`src/rtl/kcp_pkg.sv`:
```
package kcp_pkg;

  // Index-port keys
  localparam logic [7:0] KEY_OPEN  = 8'h87;
  localparam logic [7:0] KEY_CLOSE = 8'hAA;

  // Global register addresses
  localparam logic [7:0] REG_LDN     = 8'h07;
  localparam logic [7:0] REG_DEV_HI  = 8'h20;
  localparam logic [7:0] REG_DEV_LO  = 8'h21;
  localparam logic [7:0] REG_REV     = 8'h22;
  localparam logic [7:0] REG_MFG_HI  = 8'h23;
  localparam logic [7:0] REG_MFG_LO  = 8'h24;

  // Banked enable register
  localparam logic [7:0] REG_ENA     = 8'h30;

  // Value returned for anything that cannot be read
  localparam logic [7:0] RD_EMPTY    = 8'hFF;

  typedef enum logic [1:0] {
    LK_CLOSED = 2'd0,
    LK_HALF   = 2'd1,
    LK_OPEN   = 2'd2
  } lock_st_e;

endpackage

```
`src/rtl/kcp_lock_fsm.sv`:
```
module kcp_lock_fsm
  import kcp_pkg::*;
(
  input  logic       clk,
  input  logic       rst_n,
  input  logic       idx_wr,
  input  logic [7:0] wdata,
  output logic       open_o
);

  lock_st_e st_q, st_nxt;
  logic     st_en;

  always_comb begin
    st_nxt = st_q;
    unique case (st_q)
      LK_CLOSED: if (wdata == KEY_OPEN) st_nxt = LK_HALF;
      LK_HALF:   st_nxt = (wdata == KEY_OPEN) ? LK_OPEN : LK_CLOSED;
      LK_OPEN:   if (wdata == KEY_CLOSE) st_nxt = LK_CLOSED;
      default:   st_nxt = LK_CLOSED;
    endcase
  end

  // Only index-port writes advance the machine
  assign st_en = idx_wr;

  always_ff @(posedge clk or negedge rst_n) begin
    if (!rst_n)     st_q <= LK_CLOSED;
    else if (st_en) st_q <= st_nxt;
  end

  assign open_o = (st_q == LK_OPEN);

endmodule

```
`src/rtl/kcp_global_regs.sv`:
```
module kcp_global_regs
  import kcp_pkg::*;
#(
  parameter logic [15:0] DEV_ID  = 16'hA51C,
  parameter logic [7:0]  DEV_REV = 8'h03,
  parameter logic [15:0] MFG_ID  = 16'h5AC3,
  parameter int          GLB_LO  = 'h25,
  parameter int          GLB_N   = 11
) (
  input  logic       clk,
  input  logic       rst_n,
  input  logic       wr_en,
  input  logic [7:0] idx,
  input  logic [7:0] wdata,
  output logic [7:0] ldn_o,
  output logic       rd_hit,
  output logic [7:0] rd_val
);

  logic [7:0] ldn_q;
  logic       ldn_en;

  assign ldn_en = wr_en && (idx == REG_LDN);

  always_ff @(posedge clk or negedge rst_n) begin
    if (!rst_n)      ldn_q <= '0;
    else if (ldn_en) ldn_q <= wdata;
  end

  assign ldn_o = ldn_q;

  // General read/write bytes
  logic [GLB_N-1:0]      g_sel;
  logic [GLB_N-1:0][7:0] g_term;

  for (genvar k = 0; k < GLB_N; k++) begin : g_glb
    localparam logic [7:0] ADDR = 8'(GLB_LO + k);
    logic [7:0] q;
    logic       en;
    assign g_sel[k] = (idx == ADDR);
    assign en       = wr_en && g_sel[k];
    always_ff @(posedge clk or negedge rst_n) begin
      if (!rst_n)  q <= '0;
      else if (en) q <= wdata;
    end
    assign g_term[k] = g_sel[k] ? q : '0;
  end

  logic [7:0] g_or;
  always_comb begin
    g_or = '0;
    for (int k = 0; k < GLB_N; k++) g_or = g_or | g_term[k];
  end

  // Read selection, identification registers are constants
  always_comb begin
    rd_hit = 1'b1;
    rd_val = RD_EMPTY;
    unique case (idx)
      REG_LDN:    rd_val = ldn_q;
      REG_DEV_HI: rd_val = DEV_ID[15:8];
      REG_DEV_LO: rd_val = DEV_ID[7:0];
      REG_REV:    rd_val = DEV_REV;
      REG_MFG_HI: rd_val = MFG_ID[15:8];
      REG_MFG_LO: rd_val = MFG_ID[7:0];
      default: begin
        rd_hit = |g_sel;
        rd_val = g_or;
      end
    endcase
  end

endmodule

```
`src/rtl/kcp_bank_regs.sv`:
```
module kcp_bank_regs
  import kcp_pkg::*;
#(
  parameter int BANK_LO  = 'hF0,
  parameter int NUM_BANK = 16
) (
  input  logic                  clk,
  input  logic                  rst_n,
  input  logic                  bank_sel,
  input  logic                  wr_en,
  input  logic [7:0]            idx,
  input  logic [7:0]            wdata,
  output logic                  ena_o,
  output logic [8*NUM_BANK-1:0] regs_o,
  output logic                  rd_hit,
  output logic [7:0]            rd_val
);

  logic bank_wr;
  assign bank_wr = wr_en && bank_sel;

  // Device enable bit
  logic ena_q, ena_en, ena_sel;
  assign ena_sel = (idx == REG_ENA);
  assign ena_en  = bank_wr && ena_sel;

  always_ff @(posedge clk or negedge rst_n) begin
    if (!rst_n)      ena_q <= 1'b0;
    else if (ena_en) ena_q <= wdata[0];
  end

  assign ena_o = ena_q;

  // Bank bytes
  logic [NUM_BANK-1:0]      b_sel;
  logic [NUM_BANK-1:0][7:0] b_term;

  for (genvar k = 0; k < NUM_BANK; k++) begin : g_bank
    localparam logic [7:0] ADDR = 8'(BANK_LO + k);
    logic [7:0] q;
    logic       en;
    assign b_sel[k] = (idx == ADDR);
    assign en       = bank_wr && b_sel[k];
    always_ff @(posedge clk or negedge rst_n) begin
      if (!rst_n)  q <= '0;
      else if (en) q <= wdata;
    end
    assign regs_o[8*k +: 8] = q;
    assign b_term[k]        = b_sel[k] ? q : '0;
  end

  logic [7:0] b_or;
  always_comb begin
    b_or = '0;
    for (int k = 0; k < NUM_BANK; k++) b_or = b_or | b_term[k];
  end

  always_comb begin
    rd_hit = bank_sel && (ena_sel || (|b_sel));
    rd_val = ena_sel ? {7'b0, ena_q} : b_or;
  end

endmodule

```
`src/rtl/keyed_cfg_port.sv`:
```
module keyed_cfg_port
  import kcp_pkg::*;
#(
  parameter int                ADDR_W    = 16,
  parameter logic [ADDR_W-1:0] BASE_ADDR = 16'h004E,
  parameter logic [15:0]       DEV_ID    = 16'hA51C,
  parameter logic [7:0]        DEV_REV   = 8'h03,
  parameter logic [15:0]       MFG_ID    = 16'h5AC3,
  parameter int                GLB_LO    = 'h25,
  parameter int                GLB_N     = 11,
  parameter logic [7:0]        WDT_LDN   = 8'h07,
  parameter int                BANK_LO   = 'hF0,
  parameter int                NUM_BANK  = 16
) (
  input  logic                  clk,
  input  logic                  rst_n,
  input  logic [ADDR_W-1:0]     bus_addr,
  input  logic                  bus_wr,
  input  logic                  bus_rd,
  input  logic [7:0]            bus_wdata,
  output logic [7:0]            bus_rdata,
  output logic                  cfg_open,
  output logic                  wdt_dev_en,
  output logic [8*NUM_BANK-1:0] wdt_bank_regs
);

  localparam logic [ADDR_W-1:0] DATA_ADDR = BASE_ADDR + 1'b1;

  // Address decode
  logic at_idx, at_dat, idx_wr, dat_wr, rd_en;
  assign at_idx = (bus_addr == BASE_ADDR);
  assign at_dat = (bus_addr == DATA_ADDR);
  assign idx_wr = bus_wr && at_idx;
  assign dat_wr = bus_wr && at_dat && cfg_open;
  assign rd_en  = bus_rd && !bus_wr && (at_idx || at_dat);

  // Lock state
  kcp_lock_fsm u_lock (
    .clk    (clk),
    .rst_n  (rst_n),
    .idx_wr (idx_wr),
    .wdata  (bus_wdata),
    .open_o (cfg_open)
  );

  // Index latch: loads only while open, never with the close key
  logic [7:0] idx_q;
  logic       idx_en;
  assign idx_en = idx_wr && cfg_open && (bus_wdata != KEY_CLOSE);

  always_ff @(posedge clk or negedge rst_n) begin
    if (!rst_n)      idx_q <= '0;
    else if (idx_en) idx_q <= bus_wdata;
  end

  // Register files
  logic [7:0] ldn;
  logic       g_hit, b_hit;
  logic [7:0] g_val, b_val;

  kcp_global_regs #(
    .DEV_ID  (DEV_ID),
    .DEV_REV (DEV_REV),
    .MFG_ID  (MFG_ID),
    .GLB_LO  (GLB_LO),
    .GLB_N   (GLB_N)
  ) u_glb (
    .clk    (clk),
    .rst_n  (rst_n),
    .wr_en  (dat_wr),
    .idx    (idx_q),
    .wdata  (bus_wdata),
    .ldn_o  (ldn),
    .rd_hit (g_hit),
    .rd_val (g_val)
  );

  kcp_bank_regs #(
    .BANK_LO  (BANK_LO),
    .NUM_BANK (NUM_BANK)
  ) u_bank (
    .clk      (clk),
    .rst_n    (rst_n),
    .bank_sel (ldn == WDT_LDN),
    .wr_en    (dat_wr),
    .idx      (idx_q),
    .wdata    (bus_wdata),
    .ena_o    (wdt_dev_en),
    .regs_o   (wdt_bank_regs),
    .rd_hit   (b_hit),
    .rd_val   (b_val)
  );

  // Read path
  logic [7:0] rd_nxt;
  always_comb begin
    rd_nxt = RD_EMPTY;
    if (cfg_open) begin
      if (at_idx)     rd_nxt = idx_q;
      else if (g_hit) rd_nxt = g_val;
      else if (b_hit) rd_nxt = b_val;
    end
  end

  always_ff @(posedge clk or negedge rst_n) begin
    if (!rst_n)     bus_rdata <= '0;
    else if (rd_en) bus_rdata <= rd_nxt;
  end

endmodule

```
`config.mk`:
```
export PLATFORM = sky130hd
export DESIGN_NAME = keyed_cfg_port
export DESIGN_NICKNAME = d
export VERILOG_FILES = /design/src/rtl/kcp_pkg.sv /design/src/rtl/kcp_lock_fsm.sv /design/src/rtl/kcp_global_regs.sv /design/src/rtl/kcp_bank_regs.sv /design/src/rtl/keyed_cfg_port.sv
export SDC_FILE = /design/constraint.sdc
export NUM_CORES = 1
export LEC_CHECK = 0
export CAP_MARGIN = 5
export CORE_UTILIZATION = 57
export DETAILED_ROUTE_END_ITERATION = 16
export DONT_BUFFER_PORTS = 1
export GPL_TIMING_DRIVEN = 0
export PLACE_DENSITY = 0.72
export SLEW_MARGIN = 20
export SYNTH_ARGS = -nofsm -noshare
export SYNTH_HDL_FRONTEND = slang
export SYNTH_SLANG_ARGS = --single-unit
export TNS_END_PERCENT = 5
```
`constraint.sdc`:
```
create_clock -name clk -period 6.07 [get_ports clk]
set_clock_uncertainty 0.15 [all_clocks]
set_input_delay 0.3035 -clock clk [delete_from_list [all_inputs] [get_ports clk]]
set_output_delay 0.3035 -clock clk [all_outputs]
set_load 0.05 [all_outputs]
```
Yosys cells after proc, flatten, opt, wreduce, memory -nomap -nowiden. Cells that the tools add are included.

Bits in registers: 243. Latch bits: 0. Bits in writable memories: 0. Bits in read-only memories: 0. Bits of input ports: 28. Logic and storage cells: 185. Memories kept: 0.

Add/sub/neg operators: 0. Multiply operators: 0. Div/mod/pow operators: 0. Order comparisons: 0. Eq/ne operators: 44. Shift operators: 0. Muxes and demuxes: 38. Bitwise logic cells: 25. Reduce and logical (&&, ||, !) cells: 46.

Operators with widths (count): $mux 8 (32); $or 8x8->8 (25); $eq 8x8->1 const B (18); $eq 8x6->1 const B (17); $pmux 8 s6 (1); $logic_and 1x1->1 (38); $eq 16x7->1 const B (2); $eq 8x3->1 const B (2); $reduce_or 16->1 (1); $reduce_or 11->1 (1); $ne 8x8->1 const B (1); $mux 2 (3); $pmux 2 s3 (1); $reduce_or 6->1 (1); $ne 2x1->1 const B (2); $reduce_and 3->1 (1); $eq 2x1->1 const B (1); $eq 2x2->1 const B (1); $logic_not 2->1 (1); $logic_or 1x1->1 (2); $logic_not 1->1 (1); $mux 1 (1).

Longest topological paths before layout. Gate-level depths: netlist of the first run.

Depth in word-level cells: 22. Mapped depth: 9. Gate-level depth less buffers: 7.

Hierarchy. A second synthesis of the first run with hierarchy kept.

Cells, all modules: 968. Area, all modules: 12298.0 sq um.

By module, submodules not included: kcp_bank_regs (instances 1, cells each 465, area each 6261.0 sq um); kcp_global_regs (instances 1, cells each 381, area each 4809.6 sq um); keyed_cfg_port (instances 1, cells each 110, area each 1082.3 sq um); kcp_lock_fsm (instances 1, cells each 12, area each 145.1 sq um).

Worst setup path before layout of the first run. OpenSTA, ideal clock, no wires.

Path kind: register to register. Start point: reg u_lock.st_q[0]. End point: reg u_bank.g_bank[15].q[0]. Data arrival time: 2.779 ns. Required time: 5.795 ns. Path slack: 3.016 ns. Cell stages (with the launch flop): 10. Path buffers: 2. Cell sequence: dfrtp_1 -> nand2b_1 -> inv_1 -> nand2_1 -> nand4bb_1 -> or3_1 -> buf_4 -> buf_8 -> nor4_4 -> mux2_2.

Longest elaborated chain between the ends: 4.

Ends and longest elaborated chain: start: declaration (RTL line kcp_lock_fsm.sv:11) `lock_st_e st_q, st_nxt;`; start signal: assignment (RTL line kcp_lock_fsm.sv:29) `else if (st_en) st_q <= st_nxt;`; $eq 2x2->1 (RTL line kcp_lock_fsm.sv:32) `assign open_o = (st_q == LK_OPEN);`; via cfg_open (RTL line keyed_cfg_port.sv:22) `output logic cfg_open,`; $logic_and 1x1->1 (RTL line keyed_cfg_port.sv:34) `assign dat_wr = bus_wr && at_dat && cfg_open;`; $logic_and 1x1->1 (RTL line kcp_bank_regs.sv:20) `assign bank_wr = wr_en && bank_sel;`; $logic_and 1x1->1 (RTL line kcp_bank_regs.sv:43) `assign en = bank_wr && b_sel[k];`; end signal: assignment (RTL line kcp_bank_regs.sv:46) `else if (en) q <= wdata;`; end: declaration (RTL line kcp_bank_regs.sv:40) `logic [7:0] q;`.

The timed path passes the listed nets, and every way through them passes these cells. A chain may end at the register's enable or synchronous reset.

Worst setup path in the final report of the first run.
Start point: reg idx_q[0]. End point: reg bus_rdata[6].

Longest elaborated chain between the ends: 22. Elaborated cells between the ends (all ways): 98. Classes of those cells: eq/ne (34); mux (34); bitwise (25); reduce/logical (5).

Ends and longest elaborated chain: start: declaration (RTL line keyed_cfg_port.sv:47) `logic [7:0] idx_q;`; start signal: assignment (RTL line keyed_cfg_port.sv:53) `else if (idx_en) idx_q <= bus_wdata;`; $eq 8x8->1 (RTL line kcp_bank_regs.sv:42) `assign b_sel[k] = (idx == ADDR);`; $mux 8 (RTL line kcp_bank_regs.sv:49) `assign b_term[k] = b_sel[k] ? q : '0;`; $or 8x8->8 (15 in a row) (RTL line kcp_bank_regs.sv:55) `for (int k = 0; k < NUM_BANK; k++) b_or = b_or | b_term[k];`; $mux 8 (RTL line kcp_bank_regs.sv:60) `rd_val = ena_sel ? {7'b0, ena_q} : b_or;`; $mux 8 (RTL line keyed_cfg_port.sv:101) `else if (b_hit) rd_nxt = b_val;`; $mux 8 (*) (RTL line keyed_cfg_port.sv:100) `else if (g_hit) rd_nxt = g_val;`; $mux 8 (*) (RTL line keyed_cfg_port.sv:99) `if (at_idx) rd_nxt = idx_q;`; $mux 8 (*) (RTL line keyed_cfg_port.sv:98) `if (cfg_open) begin`; end signal: assignment (RTL line keyed_cfg_port.sv:107) `else if (rd_en) bus_rdata <= rd_nxt;`; end: declaration (RTL line keyed_cfg_port.sv:21) `output logic [7:0] bus_rdata,`.

Mark *: on every way between the ends. The rest lies on a longest branch, timed or not.

==> reports/metrics.cfg, run 1 <==
[cts]
cts_htree_levels = 1
clk_latency_ps = 540
cts_buffer_depth = 3
clkTransAtPathRegs_ps = 60
cts_made_buffers = 26
cts_tree = built
cts_resized = 0
cts_sinks = 243
cts_root_buf = clkbuf_16
holdBufCountCts = 6
cts_setup_buffers = 0

[global_route]
globalRouteTotalUtil = 0.3839
grt-ovfl-total = 0
antenna_found_initial = 3
grt_pass1_wl_um = 60590
grt_max_degree = 244
first_global_vias = 9198

[synthesis]
yosysTopAreaCell = dfrtp_1
synth_cell_types = 72
avgSynthCellArea_um2 = 12.48
syn_nets = 978
ys.flop_type = dfrtp_1
yosys-top-cells-area = dfrtp_1, mux2_2, a22oi_1
synth_top_area_frac = 0.5129
synth_edf_count = 0
syn_inst = 950
ys_warn_count = 0
synth_seq_cells = 243
synth-seq-area-share = 0.5129
async_flop_share = 1.000
synth_area_um2 = 11860

[sta]
min_period_over_period = 0.7327
report.final.slew_viol_count = 0
hold_viol = 243
rsz0062_at_grt = no
fin_crit_ps = 4448
tns_ps = 0
timing.hold.ws_ps = -682.7
finalSetupViolations = 0
relSlewSlack = 0.2094
worst_slew_pin_slew_ps = 1177
fmax_mhz = 224.8

[route]
wl_per_cell_um = 31.54
dr.pass1.iters = 6
drtIter0Drc = 994
via_per_inst = 7.166
via_count = 9137
remaining_drc_errors = 0
drtAntennaViolNets = 0
wl_um = 40220

[floorplan]
io_pins = 166
initial_core_util = 0.5841
die_x_um = 146.2
die-area_um2 = 21380
die_h_um = 146.2
core_area_um2 = 20300
rows = 52

[placed_design]
io_buffers = 0
routabilityCongestion = 1.016
place_area_um2 = 12220
dp_hpwl_um = 27980

[worst_setup_path]
cp_data_arrival_time_ps = 4780
path_max_fanout = 10
cp_top_family = buffers and inverters
cp_slowest_cell = buf_1
crit_buf_inv = 4
path_class = reg2reg
max_stage_delay_ps = 720
required_ps = 6400
crit_chain = clkbuf_1 > buf_1 > clkbuf_1 > buf_2 > mux2i_1 > o31ai_1 > a21oi_1 > o2111ai_1 > o211a_1
crit_path_end_kind = register
crit_top_cell = clkbuf_1
crit_path_start_kind = register

[layout]
area.growth.synth_to_final_pct = 10.72
drive_above_1_share = 0.3237
multiInputGateArea_um2 = 5466
stdcell_area_um2 = 13130
fin_nets = 1013
regArea_um2 = 6081
fillCellCount = 1586

[job]
cap_violations = 0

[outcome]
status = complete, but fails checks
violations = negative hold slack

[power]
leakage_nw = 6.007
power.total_w = 0.003217
p_per_area_nw_per_um2 = 245.0
vdd_drop_max_mv = 0.2161

[worst_hold_path]
hp-class = in2async

per-layer routing:
metal	GRT usage	part of all wire	vias up
met2	0.5619	0.43	640
met4	0.1557	0.043	4
met5	0	0.00067	-
li1	-	-	3685
met3	0.1484	0.13	147
met1	0.5130	0.39	4661
power by group:
part	switching, W	total [W]	leakage, nW	internal [W]
Clock	0.000659	0.00155	0.411	0.000886
Combinational	0.0000429	0.0000511	2.21	0.00000815
Sequential	0.000000159	0.00162	3.39	0.00162
kinds of logic (layout without fill, tap and decap cells):
kind of cell,after synthesis,in the layout,share of synthesized area
multiplexers,256,256,0.2435
other,0,1,0
buffers and inverters,84,138,0.02839
AND/OR/NAND/NOR,221,221,0.1218
flip-flops,243,243,0.5129
AO/OA/AOI/OAI,146,146,0.09350
layout make-up:
type | count | share of cell area
antenna | 1 | 0.0001906
buffer | 78 | 0.02392
clock buffer | 39 | 0.05938
clock inverter | 8 | 0.004289
inverter | 6 | 0.001716
multi-input combinational | 623 | 0.4164
sequential | 243 | 0.4632
tap | 270 | 0.02573
timing repair buffer | 7 | 0.005147
through the flow:
stage	std cells	hold slack, ps	utilization	setup slack, ps
after floorplan	950	-142.1	-	3016
after global placement	1220	-128.8	0.6007	1731
after detailed placement	1221	-130.7	0.6022	1838
after CTS	1274	-691.2	0.6463	1816
after global routing	1274	-687.2	0.6466	1590
final	1275	-682.7	0.6467	1622
state kept, by name, summed over array words and instances (netlist names):
signal / count
idx_q: 8
u_bank.g_bank.q: 128
u_lock.st_q: 2
u_glb.ldn_o: 8
bus_rdata: 8
u_bank.ena_o: 1
u_glb.g_glb.q: 88
cell usage after synthesis, types with 7 or more instances:
cell type / count
dfrtp_1: 243
mux2_2: 238
clkbuf_1: 55
nand2_1: 39
a22oi_1: 29
nor2_1: 25
nor3_1: 25
nand3_1: 18
a21oi_1: 17
nor2b_1: 17
o21ai_0: 17
buf_1: 16
mux2i_1: 15
a32oi_1: 13
nand4_1: 12
a2111oi_0: 9
a222oi_1: 8
a22o_1: 8
and3_1: 8
nor3_2: 7
nor4_4: 7
or4_1: 7
final timing paths:
kind	from	to	slack [ps]	cells past startpoint
setup / recovery	idx_q[0]$_DFFE_PN0P_	bus_rdata[6]$_DFFE_PN0P_	1620	9
setup reg to reg	idx_q[0]$_DFFE_PN0P_	bus_rdata[6]$_DFFE_PN0P_	1620	9
min in group clk	bus_wdata[6]	u_lock.st_q[1]$_DFFE_PN0P_	40	3
hold / removal	rst_n	bus_rdata[3]$_DFFE_PN0P_	-680	0
max in group asynchronous	rst_n	u_glb.g_glb[10].q[1]$_DFFE_PN0P_	6190	0
hold reg to reg	u_glb.g_glb[5].q[7]$_DFFE_PN0P_	u_glb.g_glb[5].q[7]$_DFFE_PN0P_	350	1
worst register-to-register path, stage by stage (launching register included):
cell and delay, ps:
dfrtp_1 480, clkbuf_1 440, buf_1 720, clkbuf_1 710, buf_2 500, mux2i_1 190, o31ai_1 590, a21oi_1 140
o2111ai_1 270, o211a_1 190
cells in the final DEF, fill, tap and decap left out, types with 4 or more instances in the layout:
| master | count |
|---|---|
| nor3_4 | 4 |
| or3_1 | 5 |
| nor2_1 | 25 |
| dfrtp_1 | 243 |
| a222oi_1 | 8 |
| a32oi_1 | 13 |
| mux2_2 | 238 |
| o21ai_0 | 17 |
| clkinv_2 | 5 |
| and4_1 | 4 |
| nor4_1 | 6 |
| clkbuf_16 | 26 |
| inv_1 | 6 |
| nor4_4 | 8 |
| buf_2 | 5 |
| o211ai_1 | 4 |
| and3_1 | 8 |
| clkbuf_1 | 60 |
| nand3_1 | 18 |
| a22o_1 | 8 |
| nor3_2 | 8 |
| clkbuf_8 | 8 |
| nand4_1 | 12 |
| a2111oi_0 | 8 |
| mux2i_1 | 15 |
| nor3_1 | 24 |
| a22oi_1 | 29 |
| o2bb2ai_1 | 4 |
| nor2b_1 | 17 |
| a21oi_1 | 17 |
| nand2b_1 | 6 |
| or2_2 | 5 |
| or4_1 | 7 |
| nand4b_1 | 4 |
| dlygate4sd3_1 | 6 |
| buf_1 | 16 |
| nand2_1 | 39 |
| a221oi_1 | 5 |
Note: power is estimated with default switching activity, not from simulation.
==> run 2: changes to the inputs <==
--- a/config.mk
+++ b/config.mk
@@ -10,7 +10,7 @@
 export DETAILED_ROUTE_END_ITERATION = 16
 export DONT_BUFFER_PORTS = 1
 export GPL_TIMING_DRIVEN = 0
-export PLACE_DENSITY = 0.72
+export PLACE_DENSITY = 0.75
 export SLEW_MARGIN = 20
 export SYNTH_ARGS = -nofsm -noshare
 export SYNTH_HDL_FRONTEND = slang
==> constraint.sdc (replaced) <==
create_clock -name clk -period 4 [get_ports clk]
set_clock_uncertainty 0.15 [all_clocks]
set_input_delay 0.2 -clock clk [delete_from_list [all_inputs] [get_ports clk]]
set_output_delay 0.2 -clock clk [all_outputs]
set_load 0.05 [all_outputs]
==> run 2 against run 1 <==
Effect of this change:
- the run ends with negative hold slack, negative setup slack left
- first-iteration DRC count is 16% higher
- critical path depth shrank 1
- sequential share of layout area down 0.42 points
- combinational power grew 55%
- non-clock buffer count up 1
- core utilization increased by 0.59 points
- via count is 0.38% higher
- sequential cell count is the same
- power up 60%
- final area grew 0.91%
- clock-buffer cell count is 4 lower
- critical endpoint is now bus_rdata[2]$_DFFE_PN0P_
==> reports/metrics.cfg, run 2 (synthesized netlist as in run 1, its figures left out) <==
[layout]
top_regs = u_bank.g_bank.q: 128 flops, u_glb.g_glb.q: 88 flops  ; unchanged
stdcell_area_um2 = 13250  ; was 13130 µm²
final_cell_mix = dfrtp_1, mux2_2, clkbuf_1  ; unchanged
drive_above_1_share = 0.3307  ; was 0.3237
largest_register_ff_count = 128  ; unchanged
largest-register = u_bank.g_bank.q  ; unchanged
fin_nets = 1015  ; was 1013
antenna_cells = 0  ; was 1
post-route-util = 0.6526  ; was 0.6467
area.growth.synth_to_final_pct = 11.73  ; was 10.72%
final_common_cell = dfrtp_1  ; unchanged

[cts]
cts_buffer_depth = 3  ; unchanged
clk_latency_ps = 560  ; was 540 ps
cts_setup_buffers = 0  ; unchanged
cts_tree = built  ; unchanged
cts_root_buf = clkbuf_16  ; unchanged
cts_htree_levels = 1  ; unchanged
holdBufCountCts = 7  ; was 6
cts_made_buffers = 27  ; was 26
clkTransAtPathRegs_ps = 60  ; about the same
cts_sinks = 243  ; unchanged

[sta]
worst_slew_pin_slew_ps = 1145  ; was 1177 ps
finalSetupViolations = 5  ; was 0
fin_ws_ps = -184.7  ; was 1622 ps
min_period_over_period = 1.046  ; was 0.7327
fin_crit_ps = 4185  ; was 4448 ps
hold_viol = 243  ; unchanged
timing.hold.ws_ps = -804.5  ; was -682.7 ps
relSlewSlack = 0.2305  ; was 0.2094
rsz0062_at_grt = yes  ; was no
report.final.slew_viol_count = 0  ; unchanged
fmax_mhz = 239.0  ; was 224.8 MHz

[global_route]
globalRouteTotalUtil = 0.3874  ; was 0.3839
grt_max_degree = 244  ; unchanged
grt-ovfl-total = 0  ; unchanged
grt_pass1_wl_um = 60350  ; was 60590 µm
antenna_found_initial = 0  ; was 3
first_global_vias = 9172  ; was 9198

[floorplan]
initial_core_util = 0.5841  ; unchanged
core_area_um2 = 20300  ; unchanged
die_h_um = 146.2  ; unchanged
io_pins = 166  ; unchanged
die-area_um2 = 21380  ; unchanged
die_x_um = 146.2  ; unchanged
rows = 52  ; unchanged

[worst_hold_path]
hp-class = in2async  ; unchanged

[outcome]
status = complete, but fails checks  ; unchanged
violations = negative hold slack, negative setup slack  ; was negative hold slack

[route]
drtIter0Drc = 1150  ; was 994
remaining_drc_errors = 0  ; unchanged
via_count = 9172  ; was 9137
drtAntennaViolNets = 0  ; unchanged
via_per_inst = 7.199  ; was 7.166
wl_um = 41280  ; was 40220 µm
dr.pass1.iters = 8  ; was 6
wl_per_cell_um = 32.41  ; was 31.54 µm

[placed_design]
place_area_um2 = 12220  ; about the same
io_buffers = 0  ; unchanged
routabilityCongestion = 1.015  ; was 1.016
pre_cts_ws_ps = -491.0  ; was 1838 ps
dp_hpwl_um = 28450  ; was 27980 µm

[power]
p_per_area_nw_per_um2 = 388.5  ; was 245.0 nW/µm²
vdd_drop_max_mv = 0.3664  ; was 0.2161 mV
leakage_nw = 6.069  ; was 6.007 nW

[worst_setup_path]
crit_path_end_kind = register  ; unchanged
path_max_fanout = 10  ; unchanged
max_stage_delay_ps = 750  ; was 720 ps
cp_slowest_cell = buf_1  ; unchanged
required_ps = 4260  ; was 6400 ps
crit_top_cell = clkbuf_1  ; unchanged
crit_path_start_kind = register  ; unchanged
rrSetupSlack_ps = -180  ; was 1620 ps
cp_data_arrival_time_ps = 4440  ; was 4780 ps
path_class = reg2reg  ; unchanged
crit_chain = clkbuf_1 > clkbuf_1 > clkbuf_1 > buf_1 > o21ai_0 > a22o_1 > a2111oi_0 > nor3_1  ; was clkbuf_1 > buf_1 > clkbuf_1 > buf_2 > mux2i_1 > o31ai_1 > a21oi_1 > o2111ai_1 > o211a_1

[job]
cap_violations = 0  ; unchanged

run 2: per-stage QoR:
step | power, W | setup TNS [ps] | instances | hold slack [ps]
floorplan | 0.002533 | 0 | 950 | -245.6
global placement | 0.002574 | -2106 | 1220 | -230.8
detailed placement | 0.002574 | -1990 | 1221 | -232.6
CTS | 0.005134 | -859.4 | 1274 | -807.9
global route | 0.005236 | -742.1 | 1274 | -807.4
finish | 0.005147 | -602.1 | 1274 | -804.5
run 2: power breakdown:
group | total (W) | leakage (nW) | internal (W) | switching (W)
combinational | 0.0000793 | 2.22 | 0.0000124 | 0.0000669
sequential | 0.00246 | 3.39 | 0.00246 | 0.000000243
clock | 0.00261 | 0.456 | 0.00157 | 0.00104
total | 0.00515 | 6.07 | 0.00404 | 0.00111
run 2: area by class of cell:
class	instances	area [µm²]
clock buffers	35	745.7
inverters	6	22.52
repair buffers	8	77.57
flip-flops and latches	243	6081
multi-input cells	623	5493
plain buffers	78	316.6
clock inverters	11	173.9
well taps	270	337.8
fillers	1564	7052
run 2: metal layers:
layer  wire length, µm  vias up  GRT usage  share of wire
met5                52        -    0.02727         0.0013
met2             17730      694     0.5548           0.43
li1                  -     3672          -              -
met3              5769      146     0.1588           0.14
met1             15860     4658     0.5162           0.38
met4              1870        2     0.1661          0.045
run 2: critical path, delay by kind of cell, from the launching register on:
family / cells / cell delay, ps
flip-flops: 1 / 350
AO/OA/AOI/OAI: 3 / 1170
buffers and inverters: 4 / 2280
AND/OR/NAND/NOR: 1 / 90
run 2: repair_timing:
| item | in CTS | in global routing |
|---|---|---|
| endpoints found under the setup margin | 8 | 15 |
| pin swaps | 0 | 0 |
| gates resized for setup | 1 | 4 |
| endpoints found under the hold margin | 247 | 243 |
| gates cloned | 0 | 0 |
run 2: worst paths after layout:
kind,cells after the start,endpoint,from
worst max-delay path,8,bus_rdata[2]$_DFFE_PN0P_,idx_q[1]$_DFFE_PN0P_
worst min-delay path,0,u_glb.g_glb[10].q[5]$_DFFE_PN0P_,rst_n
worst max register to register,8,bus_rdata[2]$_DFFE_PN0P_,idx_q[1]$_DFFE_PN0P_
worst min register to register,1,u_glb.g_glb[5].q[7]$_DFFE_PN0P_,u_glb.g_glb[5].q[7]$_DFFE_PN0P_
max in group asynchronous,0,u_bank.g_bank[1].q[5]$_DFFE_PN0P_,rst_n
min in group clk,5,bus_rdata[2]$_DFFE_PN0P_,bus_addr[0]
==> run 3: changes to the inputs <==
--- a/config.mk
+++ b/config.mk
@@ -6,11 +6,14 @@
 export NUM_CORES = 1
 export LEC_CHECK = 0
 export CAP_MARGIN = 5
-export CORE_UTILIZATION = 57
+export CELL_PAD_IN_SITES_DETAIL_PLACEMENT = 1
+export CELL_PAD_IN_SITES_GLOBAL_PLACEMENT = 2
+export CORE_UTILIZATION = 39
 export DETAILED_ROUTE_END_ITERATION = 16
 export DONT_BUFFER_PORTS = 1
 export GPL_TIMING_DRIVEN = 0
-export PLACE_DENSITY = 0.75
+export PLACE_DENSITY_LB_ADDON = 0.1
+export SKIP_LAST_GASP = 1
 export SLEW_MARGIN = 20
 export SYNTH_ARGS = -nofsm -noshare
 export SYNTH_HDL_FRONTEND = slang
==> run 3 against run 2 <==
Effect of this change:
- the flow still finishes with violations (negative hold slack, negative setup slack)
- global-route usage down 7.9 points
- die area up 45%
- clock power about the same
- combinational power up 5.3%
- core utilization down 20 points
- first-iteration DRC count down 37%
- power up 0.64%
- largest power group unchanged
==> reports/metrics.cfg, run 3 (synthesized netlist as in run 1, its figures left out) <==
[layout]
finalNonFillerCells = 1401  ; was 1274
drive_above_1_share = 0.3416  ; was 0.3307
final_cell_mix = dfrtp_1, mux2_2, clkbuf_1  ; unchanged
final_common_cell = dfrtp_1  ; unchanged
largest_register_ff_count = 128  ; unchanged
post-route-util = 0.4528  ; was 0.6526
fin_nets = 1017  ; was 1015
top_regs = u_bank.g_bank.q: 128 flops, u_glb.g_glb.q: 88 flops  ; unchanged
largest-register = u_bank.g_bank.q  ; unchanged
area.growth.synth_to_final_pct = 13.78  ; was 11.73%

[sta]
rsz0062_at_grt = yes  ; unchanged
fin_crit_ps = 4155  ; was 4185 ps
fmax_mhz = 240.7  ; was 239.0 MHz
relSlewSlack = 0.2515  ; was 0.2305
timing.hold.ws_ps = -791.9  ; was -804.5 ps
report.final.slew_viol_count = 0  ; unchanged
hold_viol = 243  ; unchanged
fin_ws_ps = -154.8  ; was -184.7 ps
finalSetupViolations = 1  ; was 5
worst_slew_pin_slew_ps = 1114  ; was 1145 ps
min_period_over_period = 1.039  ; was 1.046

[worst_setup_path]
path_max_fanout = 10  ; unchanged
required_ps = 4240  ; was 4260 ps
cp_data_arrival_time_ps = 4400  ; was 4440 ps
crit_path_start_kind = register  ; unchanged
path_class = reg2reg  ; unchanged
crit_path_end_kind = register  ; unchanged

[route]
drtIter0Drc = 724  ; was 1150
via_count = 8839  ; was 9172
drtAntennaViolNets = 0  ; unchanged
remaining_drc_errors = 0  ; unchanged
wl_per_cell_um = 33.95  ; was 32.41 µm
wl_um = 47570  ; was 41280 µm
via_per_inst = 6.309  ; was 7.199
dr.pass1.iters = 7  ; was 8

[job]
cap_violations = 0  ; unchanged

[power]
swShare = 0.2235  ; was 0.2150
leakage_nw = 6.114  ; was 6.069 nW
comb_power_share = 0.016  ; was 0.015
p_per_area_nw_per_um2 = 383.9  ; was 388.5 nW/µm²
netSwitchingPower_w = 0.001158  ; was 0.001107 W
internal-power_w = 0.004022  ; was 0.004040 W
clkPwrFrac = 0.509  ; was 0.507
pwr-share-seq = 0.475  ; was 0.478
vdd_drop_max_mv = 0.2666  ; was 0.3664 mV

[global_route]
grt-ovfl-total = 0  ; unchanged
grt_pass1_wl_um = 68040  ; was 60350 µm
grt_max_degree = 244  ; unchanged
globalRouteTotalUtil = 0.3084  ; was 0.3874
antenna_found_initial = 1  ; was 0
first_global_vias = 9211  ; was 9172

[placed_design]
routabilityCongestion = 0.9219  ; was 1.015
dp_hpwl_um = 33640  ; was 28450 µm
io_buffers = 0  ; unchanged
dp_cells = 1342  ; was 1221

[floorplan]
core_area_um2 = 29800  ; was 20300 µm²
initial_core_util = 0.3979  ; was 0.5841
die_h_um = 176.4  ; was 146.2 µm
die-area_um2 = 31100  ; was 21380 µm²
io_pins = 166  ; unchanged
rows = 63  ; was 52
die_x_um = 176.4  ; was 146.2 µm

[cts]
clkTransAtPathRegs_ps = 60  ; about the same
cts_made_buffers = 28  ; was 27
cts_sinks = 243  ; unchanged
holdBufCountCts = 7  ; unchanged
cts_root_buf = clkbuf_16  ; unchanged
cts_htree_levels = 1  ; unchanged
clk_latency_ps = 560  ; about the same
cts_setup_buffers = 0  ; unchanged
cts_buffer_depth = 3  ; unchanged
cts_tree = built  ; unchanged

[outcome]
status = complete, but fails checks  ; unchanged
violations = negative hold slack, negative setup slack  ; unchanged

[worst_hold_path]
hp-class = in2async  ; unchanged

==> run 3: metal layers <==
metal	wire length, µm	track usage
met5	8	0
met2	21600	0.4797
met1	20960	0.4319
met4	971	0.07004
met3	4030	0.07687
==> run 3: critical path, stage by stage, from the launching register on <==
cell and delay [ps]:
dfrtp_1 490, clkbuf_1 380, nand2b_1 160, clkbuf_1 540, nor3_1 350, a222oi_1 980, nand4_1 180, a2111oi_0 660
nor3_1 90
==> run 3: power groups by stage <==
stage | registers (W) | logic, W | clock network [W]
final | 0.00246 | 0.0000835 | 0.00264
after global routing | 0.00246 | 0.0000855 | 0.00275
after CTS | 0.00246 | 0.0000820 | 0.00266
after detailed placement | 0.00250 | 0.0000781 | 0
after global placement | 0.00250 | 0.0000787 | 0
after floorplan | 0.00250 | 0.0000294 | 0
==> run 3: what timing repair did <==
action | in CTS | in global routing
cloned | 0 | 0
hold endpoints to repair | 248 | 243
resized for setup | 8 | 11
endpoints found under the setup margin | 8 | 8
==> run 3: area by class of cell <==
cell class	count	area, µm²
antenna	1	2.502
buffer	78	347.8
clock buffer	42	864.6
clock inverter	9	80.08
fill	3088	16310
inverter	6	22.52
multi-input combinational	623	5522
sequential	243	6081
tap	390	488.0
timing repair buffer	9	82.58
==> run 3: path summary, 6_finish.rpt <==
check / end / cells past startpoint / start / slack, ps
worst max-delay path: bus_rdata[2]$_DFFE_PN0P_ / 8 / idx_q[2]$_DFFE_PN0P_ / -150
worst min-delay path: u_glb.g_glb[0].q[4]$_DFFE_PN0P_ / 0 / rst_n / -790
worst max register to register: bus_rdata[2]$_DFFE_PN0P_ / 8 / idx_q[2]$_DFFE_PN0P_ / -150
worst min register to register: u_glb.g_glb[9].q[0]$_DFFE_PN0P_ / 1 / u_glb.g_glb[9].q[0]$_DFFE_PN0P_ / 350
max in group asynchronous: bus_rdata[2]$_DFFE_PN0P_ / 0 / rst_n / 3790
min in group clk: idx_q[7]$_DFFE_PN0P_ / 2 / bus_wr / 80
==> run 3: stage by stage <==
step	setup TNS (ps)	total power, W	instance area (µm²)	hold WS, ps	setup WS, ps
finish	-154.8	0.005180	13490	-791.9	-154.8
global route	-625.8	0.005294	13490	-800.0	-157.3
CTS	-164.2	0.005203	13450	-799.9	-102.0
detailed placement	-2815	0.002581	12410	-229.1	-590.1
global placement	-2695	0.002582	12340	-228.2	-795.9
floorplan	0	0.002533	11860	-245.6	946.1
